===== src/rtl/fwd_pkg.sv =====
package fwd_pkg;
    typedef enum logic [1:0] {
        WD_IDLE    = 2'd0,
        WD_ARMED   = 2'd1,
        WD_COUNT   = 2'd2,
        WD_RECOVER = 2'd3
    } wd_state_e;

    typedef enum logic [1:0] {
        SRC_STRAP = 2'b00,
        SRC_PROG  = 2'b01,
        SRC_RECOV = 2'b10
    } freq_src_e;
endpackage


===== src/rtl/fwd_prescaler.sv =====
module fwd_prescaler #(
    parameter int SHORT_TICKS = 150,
    parameter int LONG_TICKS  = 2500
) (
    input  logic clk,
    input  logic rst_n,
    input  logic run,
    input  logic restart,
    input  logic base_tick,
    input  logic long_sel,
    output logic unit_tick
);
    localparam int MAXT = (LONG_TICKS > SHORT_TICKS) ? LONG_TICKS : SHORT_TICKS;
    localparam int PW   = $clog2(MAXT + 1);
    localparam logic [PW-1:0] LIM_S = PW'(SHORT_TICKS - 1);
    localparam logic [PW-1:0] LIM_L = PW'(LONG_TICKS - 1);

    logic [PW-1:0] pre_q;
    logic [PW-1:0] limit;

    always_comb begin
        limit     = long_sel ? LIM_L : LIM_S;
        unit_tick = run && !restart && base_tick && (pre_q >= limit);
    end

    always_ff @(posedge clk or negedge rst_n) begin
        if (!rst_n) begin
            pre_q <= '0;
        end else if (!run || restart) begin
            pre_q <= '0;
        end else if (base_tick) begin
            pre_q <= unit_tick ? '0 : pre_q + 1'b1;
        end
    end

    // the unit counter never runs past the larger scale
    assert_prescale_bound_R3: assert property (@(posedge clk) disable iff (!rst_n)
        pre_q <= PW'(MAXT - 1));

    // a restart always clears the unit counter
    assert_prescale_restart_R10: assert property (@(posedge clk) disable iff (!rst_n)
        restart |=> pre_q == '0);
endmodule


===== src/rtl/fwd_core.sv =====
module fwd_core
    import fwd_pkg::*;
#(
    parameter int TIMEOUT_W = 5
) (
    input  logic                 clk,
    input  logic                 rst_n,
    input  logic                 enable,
    input  logic                 freq_change,
    input  logic                 unit_tick,
    input  logic [TIMEOUT_W-1:0] timeout,
    input  logic                 clr_wr,
    input  logic                 clr_val,
    output wd_state_e            state,
    output logic                 run,
    output logic                 restart,
    output logic                 expire,
    output logic                 status
);
    wd_state_e            state_q, state_d;
    logic [TIMEOUT_W-1:0] cnt_q;
    logic                 status_q;
    logic                 load;

    // next-state logic
    always_comb begin
        state_d = state_q;
        unique case (state_q)
            WD_IDLE: begin
                if (enable) state_d = WD_ARMED;                 // arm
            end
            WD_ARMED: begin
                if (!enable)          state_d = WD_IDLE;        // disarm
                else if (freq_change) state_d = WD_COUNT;       // start
            end
            WD_COUNT: begin
                if (!enable)          state_d = WD_IDLE;        // disarm
                else if (freq_change) state_d = WD_COUNT;       // restart
                else if (unit_tick && cnt_q <= TIMEOUT_W'(1))
                                      state_d = WD_RECOVER;     // expire
            end
            WD_RECOVER: begin
                if (!enable) state_d = WD_IDLE;                 // disarm
            end
            default: state_d = WD_IDLE;
        endcase
    end

    // state register
    always_ff @(posedge clk or negedge rst_n) begin
        if (!rst_n) state_q <= WD_IDLE;
        else        state_q <= state_d;
    end

    // outputs of the controller
    always_comb begin
        run     = (state_q == WD_COUNT);
        load    = enable && freq_change &&
                  (state_q == WD_ARMED || state_q == WD_COUNT);
        restart = run && load;
        expire  = run && enable && !freq_change && unit_tick &&
                  (cnt_q <= TIMEOUT_W'(1));
        state   = state_q;
        status  = status_q;
    end

    // countdown register
    always_ff @(posedge clk or negedge rst_n) begin
        if (!rst_n) begin
            cnt_q <= '1;
        end else if (load || !enable) begin
            cnt_q <= timeout;
        end else if (run && unit_tick && cnt_q > TIMEOUT_W'(1)) begin
            cnt_q <= cnt_q - 1'b1;
        end
    end

    // sticky status: set wins over a clearing write
    always_ff @(posedge clk or negedge rst_n) begin
        if (!rst_n)                 status_q <= 1'b0;
        else if (expire)            status_q <= 1'b1;
        else if (clr_wr && clr_val) status_q <= 1'b0;
    end

    assert_no_start_without_change_R2: assert property (@(posedge clk) disable iff (!rst_n)
        (state_q == WD_ARMED && !freq_change) |=> state_q != WD_COUNT);

    assert_status_set_R5: assert property (@(posedge clk) disable iff (!rst_n)
        expire |=> status_q);

    assert_status_sticky_R5: assert property (@(posedge clk) disable iff (!rst_n)
        (status_q && !(clr_wr && clr_val)) |=> status_q);

    assert_disarm_idle_R9: assert property (@(posedge clk) disable iff (!rst_n)
        !enable |=> state_q == WD_IDLE);

    assert_restart_reload_R10: assert property (@(posedge clk) disable iff (!rst_n)
        load |=> cnt_q == $past(timeout));
endmodule


===== src/rtl/fwd_pulse.sv =====
module fwd_pulse #(
    parameter int PULSE_W = 16
) (
    input  logic clk,
    input  logic rst_n,
    input  logic fire,
    output logic drive
);
    localparam int CW = $clog2(PULSE_W + 1);

    logic [CW-1:0] cnt_q;

    always_ff @(posedge clk or negedge rst_n) begin
        if (!rst_n)            cnt_q <= '0;
        else if (fire)         cnt_q <= CW'(PULSE_W);
        else if (cnt_q != '0)  cnt_q <= cnt_q - 1'b1;
    end

    always_comb drive = (cnt_q != '0);

    // the pulse shortens by exactly one each cycle it is not refired
    assert_pulse_decr_R6: assert property (@(posedge clk) disable iff (!rst_n)
        (cnt_q != '0 && !fire) |=> cnt_q == $past(cnt_q) - CW'(1));
endmodule


===== src/rtl/fwd_freq_sel.sv =====
module fwd_freq_sel
    import fwd_pkg::*;
#(
    parameter int N_W  = 8,
    parameter int M_W  = 7,
    parameter int FS_W = 5
) (
    input  logic            clk,
    input  logic            rst_n,
    input  logic            lock,
    input  logic            expire,
    input  logic            rec_sel,
    input  logic [N_W-1:0]  rec_n,
    input  logic [M_W-1:0]  rec_m,
    input  logic [FS_W-1:0] strap_fs,
    input  logic            upd_valid,
    input  logic [N_W-1:0]  upd_n,
    input  logic [M_W-1:0]  upd_m,
    output freq_src_e       src,
    output logic [N_W-1:0]  sel_n,
    output logic [M_W-1:0]  sel_m,
    output logic [FS_W-1:0] fs
);
    freq_src_e       src_q;
    logic [N_W-1:0]  n_q;
    logic [M_W-1:0]  m_q;
    logic [FS_W-1:0] fs_q;
    logic            captured_q;

    // strap capture, once after reset
    always_ff @(posedge clk or negedge rst_n) begin
        if (!rst_n) begin
            fs_q       <= '0;
            captured_q <= 1'b0;
        end else if (!captured_q) begin
            fs_q       <= strap_fs;
            captured_q <= 1'b1;
        end
    end

    // selection: expiry first, then a bus update when not locked
    always_ff @(posedge clk or negedge rst_n) begin
        if (!rst_n) begin
            src_q <= SRC_STRAP;
            n_q   <= '0;
            m_q   <= '0;
        end else if (expire) begin
            if (rec_sel) begin
                src_q <= SRC_RECOV;
                n_q   <= rec_n;
                m_q   <= rec_m;
            end else begin
                src_q <= SRC_STRAP;
                n_q   <= '0;
                m_q   <= '0;
            end
        end else if (upd_valid && !lock) begin
            src_q <= SRC_PROG;
            n_q   <= upd_n;
            m_q   <= upd_m;
        end
    end

    always_comb begin
        src   = src_q;
        sel_n = n_q;
        sel_m = m_q;
        fs    = fs_q;
    end

    assert_lock_hold_R8: assert property (@(posedge clk) disable iff (!rst_n)
        (lock && !expire) |=> ($stable(src_q) && $stable(n_q) && $stable(m_q)));

    assert_strap_hold_R1: assert property (@(posedge clk) disable iff (!rst_n)
        captured_q |=> $stable(fs_q));
endmodule


===== src/rtl/freq_watchdog.sv =====
module freq_watchdog
    import fwd_pkg::*;
#(
    parameter int SHORT_TICKS = 150,
    parameter int LONG_TICKS  = 2500,
    parameter int TIMEOUT_W   = 5,
    parameter int N_W         = 8,
    parameter int M_W         = 7,
    parameter int FS_W        = 5,
    parameter int PULSE_W     = 16
) (
    input  logic                 clk,
    input  logic                 rst_n,
    input  logic                 base_tick,
    input  logic                 wd_enable,
    input  logic                 wd_long_scale,
    input  logic [TIMEOUT_W-1:0] wd_timeout,
    input  logic                 wd_rst_en,
    input  logic                 status_wr,
    input  logic                 status_wr_val,
    input  logic                 freq_change,
    input  logic                 rec_sel,
    input  logic [N_W-1:0]       rec_n,
    input  logic [M_W-1:0]       rec_m,
    input  logic [FS_W-1:0]      strap_fs,
    input  logic                 upd_valid,
    input  logic [N_W-1:0]       upd_n,
    input  logic [M_W-1:0]       upd_m,
    output logic                 sys_rst_pull,
    output logic                 rec_active,
    output logic                 wd_status,
    output logic [1:0]           freq_src,
    output logic [N_W-1:0]       freq_n,
    output logic [M_W-1:0]       freq_m,
    output logic [FS_W-1:0]      freq_fs
);
    wd_state_e state;
    freq_src_e src;
    logic      run;
    logic      restart;
    logic      expire;
    logic      unit_tick;
    logic      lock;

    fwd_prescaler #(
        .SHORT_TICKS(SHORT_TICKS),
        .LONG_TICKS (LONG_TICKS)
    ) u_pre (
        .clk      (clk),
        .rst_n    (rst_n),
        .run      (run),
        .restart  (restart),
        .base_tick(base_tick),
        .long_sel (wd_long_scale),
        .unit_tick(unit_tick)
    );

    fwd_core #(
        .TIMEOUT_W(TIMEOUT_W)
    ) u_core (
        .clk        (clk),
        .rst_n      (rst_n),
        .enable     (wd_enable),
        .freq_change(freq_change),
        .unit_tick  (unit_tick),
        .timeout    (wd_timeout),
        .clr_wr     (status_wr),
        .clr_val    (status_wr_val),
        .state      (state),
        .run        (run),
        .restart    (restart),
        .expire     (expire),
        .status     (wd_status)
    );

    fwd_pulse #(
        .PULSE_W(PULSE_W)
    ) u_pulse (
        .clk  (clk),
        .rst_n(rst_n),
        .fire (expire && wd_rst_en),
        .drive(sys_rst_pull)
    );

    always_comb lock = (state == WD_RECOVER);

    fwd_freq_sel #(
        .N_W (N_W),
        .M_W (M_W),
        .FS_W(FS_W)
    ) u_sel (
        .clk      (clk),
        .rst_n    (rst_n),
        .lock     (lock),
        .expire   (expire),
        .rec_sel  (rec_sel),
        .rec_n    (rec_n),
        .rec_m    (rec_m),
        .strap_fs (strap_fs),
        .upd_valid(upd_valid),
        .upd_n    (upd_n),
        .upd_m    (upd_m),
        .src      (src),
        .sel_n    (freq_n),
        .sel_m    (freq_m),
        .fs       (freq_fs)
    );

    always_comb begin
        rec_active = lock;
        freq_src   = src;
    end

    assert_rec_on_expire_R7: assert property (@(posedge clk) disable iff (!rst_n)
        expire |=> rec_active);

    assert_pull_cause_R6: assert property (@(posedge clk) disable iff (!rst_n)
        $rose(sys_rst_pull) |-> $past(expire && wd_rst_en));
endmodule


===== config.mk =====
export PLATFORM = sky130hd
export DESIGN_NAME = freq_watchdog
export DESIGN_NICKNAME = d
export VERILOG_FILES = /design/src/rtl/fwd_pkg.sv /design/src/rtl/fwd_prescaler.sv /design/src/rtl/fwd_core.sv /design/src/rtl/fwd_pulse.sv /design/src/rtl/fwd_freq_sel.sv /design/src/rtl/freq_watchdog.sv
export SDC_FILE = /design/constraint.sdc
export NUM_CORES = 1
export LEC_CHECK = 0
export ABC_AREA = 0
export BUFFER_PORTS_ARGS = -buffer_cell sky130_fd_sc_hd__buf_2
export CORE_ASPECT_RATIO = 0.9
export CORE_MARGIN = 2
export CORE_UTILIZATION = 35
export DETAILED_ROUTE_END_ITERATION = 10
export SLEW_MARGIN = 20
export SYNTH_ARGS = -nofsm -noshare
export SYNTH_HDL_FRONTEND = slang
export SYNTH_HIERARCHICAL = 1
export SYNTH_SLANG_ARGS = --single-unit

===== constraint.sdc =====
create_clock -name clk -period 4 [get_ports clk]
set_input_delay 0.8 -clock clk [delete_from_list [all_inputs] [get_ports clk]]
set_output_delay 0.8 -clock clk [all_outputs]
set_load 0.005 [all_outputs]

==> summary.txt <==
Worst setup path
  – Worst Path Buf+Inv: 2
  – Crit-path slowest cell: nor3_2
  – CP Cell Sequence: buf_2, inv_1, ha_1, nand3_1, a2111oi_4, a211oi_4, nor2_1, nand3_2, nor3_2, and2_4, nand2_1, o21ai_0
  – CP endpoint kind: flop
  – Worst-path maximum fanout: 15
  – Critical Path Source Type: primary input
  – CP arrival: about 3.3 ns
  – R2R setup slack: roughly 1.2 ns
  – Family with the most delay on the worst path: simple AND/OR/NAND/NOR gates
  – Worst setup path class: in2reg
  – Slowest stage delay, CP: 0.46 ns
  – Critical Path RT: around 4.2 ns

CTS
  – Post-CTS setup buffer count: 0
  – Root buf cell: clkbuf_8
  – H-tree depth: 2
  – # hold bufs at CTS: 0
  – CTS Buf Count: 5
  – CTS tree: done
  – CTS resizes: 0
  – Clock sinks: 48
  – Clk slew on worst S/H paths: around 0.090 ns
  – CTS Buffer Depth: 2
  – Clock Latency Late Sink: 0.29 ns

Timing
  – TNS Setup: 0 ns
  – Final Setup Violations: 0
  – Worst slew pin tran: ~0.88 ns
  – Final Hold Viols: 0
  – Final WS setup: approximately 0.95 ns
  – Fin crit share: 76.2%
  – Relative slew slack: 41.4%
  – Clock skew: roughly 0.0060 ns
  – Final Hold Slack: approximately 0.5 ns
  – RSZ-0062 raised after global routing: no
  – Period minus WS final: slightly above 3 ns
  – Slew Limit Fails: 0
  – Max Clk Rate: 0.328 GHz

Routing
  – DR vias: ~2200
  – Drt first pass iters: 5
  – DR WL/cell: between 10 and 15 µm
  – DRT iter0 DRCs: 123
  – Post-DRT Antenna Nets: 0
  – Total Wirelength: between 5000 and 6000 µm
  – Vias per inst: approximately 4.9
  – DRC violation count after routing: 0

Global route
  – Vias in the first global route: roughly 2100
  – Met3 GRT Util: approximately 2.5%
  – Initial antenna violation count: 0
  – Largest net degree at the start of global routing: between 40 and 50
  – Overflow after GRT: 0
  – Met1 usage in global routing: around 18%
  – GRT met2 Usage: between 20% and 30%
  – Total Routing Usage GR: 13.8%
  – Grt peak-use layer: met2
  – First-pass GRT wire length: about 9800 µm

Power
  – Power per cell area: 395 nW/µm²
  – Static Leakage: approximately 0.0015 µW
  – Seq pwr share: around 49%
  – Logic pwr share: between 20% and 30%
  – Sw Share: 32.3%
  – P_sw: about 420 µW
  – Clk pwr share: between 20% and 30%
  – Internal power: 877 µW
  – Max VDD drop: around 0.16 mV
  – Final Power: 1300 µW

Floorplan
  – Die ar.: 8680 µm²
  – Initial Utilization: 36.5%
  – Core Box Area: about 7600 µm²
  – Die Y-Extent: around 89 µm
  – Die width: a little under 100 µm
  – I/O pin count: 76
  – Rows: 30

Placement
  – Hpwl dp: between 4000 and 5000 µm
  – Final RePlAce weighted congestion: 0.805
  – Pre-CTS setup slack: 0.640 ns
  – Inst Count DP: roughly 430
  – # port buffers: 75

Synth
  – Synthesized instance count: between 200 and 300
  – Syn_nets: roughly 340
  – Mapped Area: 2780 µm²
  – Syn Area/Cell: ~10 µm²
  – Post-synth cell types: 59
  – Synth Warn #: 6
  – Top FF cell, synth: dfrtp_1
  – Post-synth EDFFs: 0
  – Post-synth ARST share: 100%
  – Synth Register Bits: between 40 and 50
  – Sequential fraction of the synthesis area: a little over two fifths

Cells and area
  – Most common cell after layout, fill and taps aside: buf_2
  – Fillers: roughly 780
  – Layout net count: 409
  – Antenna diodes: 0
  – Share of cells above drive strength 1: 33.4%
  – Most frequent cells in the layout: buf_2 (74), dfrtp_1 (43), nand2_1 (39)
  – Layout Cells excl Fill: 440
  – Area grow syn2layout: 17.8%

Flow run
  – Max Cap Violations: 0

Hold path
  – Hold WC Path Type: in2async

Run status
  – Run status: finished, final reports clean
[sequential cells by signal, summed over array words and instances (netlist names)]
| register | count |
|---|---|
| u_sel/fs | 5 |
| u_sel/src | 2 |
| u_core/cnt_q | 5 |
| u_sel/sel_m | 7 |
| u_pre/pre_q | 12 |
| u_core/status | 1 |
| u_core/state | 2 |
| u_pulse/cnt_q | 5 |
| u_sel/sel_n | 8 |
| u_sel/captured_q | 1 |
[synth_stat cells, drive strengths merged (4+ instances only)]
cell type	instances	share of area [%]
nand3	11	2.2
buf	10	4.0
ha	15	6.7
and2	4	0.99
or3	4	0.90
nor3	6	1.7
o311ai	6	2.4
inv	15	2.0
dfrtp	43	39
a211oi	4	1.7
o21ai	23	4.3
nand4	8	1.8
a21oi	7	1.5
mux2i	19	6.8
mux2	5	2.0
dfstp	5	4.7
nand2	40	5.7
nor2	9	1.2
[final cells by class]
cell class | instances | area [µm²] | share of cell area [%]
well taps | 96 | 120 | 3.66
clock inverters | 2 | 15.0 | 0.458
clock buffers | 6 | 82.6 | 2.52
inverters | 15 | 56.3 | 1.72
repair buffers | 77 | 393 | 12.0
flip-flops and latches | 48 | 1210 | 36.8
multi-input cells | 196 | 1400 | 42.8
[power by group through the flow]
stage	Clock (µW)	Combinational, µW	Sequential, µW
floorplan	0	247	633
global placement	0	360	635
detailed placement	0	367	639
finish	305	363	629
global route	337	411	641
CTS	326	368	630
[layer usage]
layer,vias up,part of all wire [%]
li1,1112,-
met1,1020,45
met2,41,50
met5,-,0
met4,0,0.44
met3,2,3.9
[worst paths after layout]
path	startpoint	end	cells past startpoint
hold / removal	rst_n	u_sel/src[0]	1
setup reg to reg	u_pre/pre_q[8]	u_sel/sel_m[6]	10
setup / recovery	wd_long_scale	u_sel/sel_m[6]	12
min in group clk	u_sel/fs[0]	u_sel/fs[0]	1
hold reg to reg	u_sel/fs[0]	u_sel/fs[0]	1
max in group asynchronous	rst_n	u_sel/captured_q	1
[kinds of logic after synthesis]
| family | Yosys count | synth area share [%] |
|---|---|---|
| simple gates | 97 | 18.4 |
| compound gates | 57 | 15.6 |
| flops | 48 | 43.4 |
| buf+inv | 26 | 6.16 |
| mux | 24 | 8.86 |
| fa+ha+maj | 15 | 6.74 |
| xor+xnor | 2 | 0.630 |
| other cells | 1 | 0.135 |
[stage by stage]
stage | cell area [µm²] | utilization [%]
after global routing | 3280 | 43.0
after global placement | 3180 | 41.7
after floorplan | 2780 | -
after CTS | 3280 | 43.0
final | 3280 | 43.0
after detailed placement | 3180 | 41.7
No activity file was read; power rests on OpenSTA's default activity.
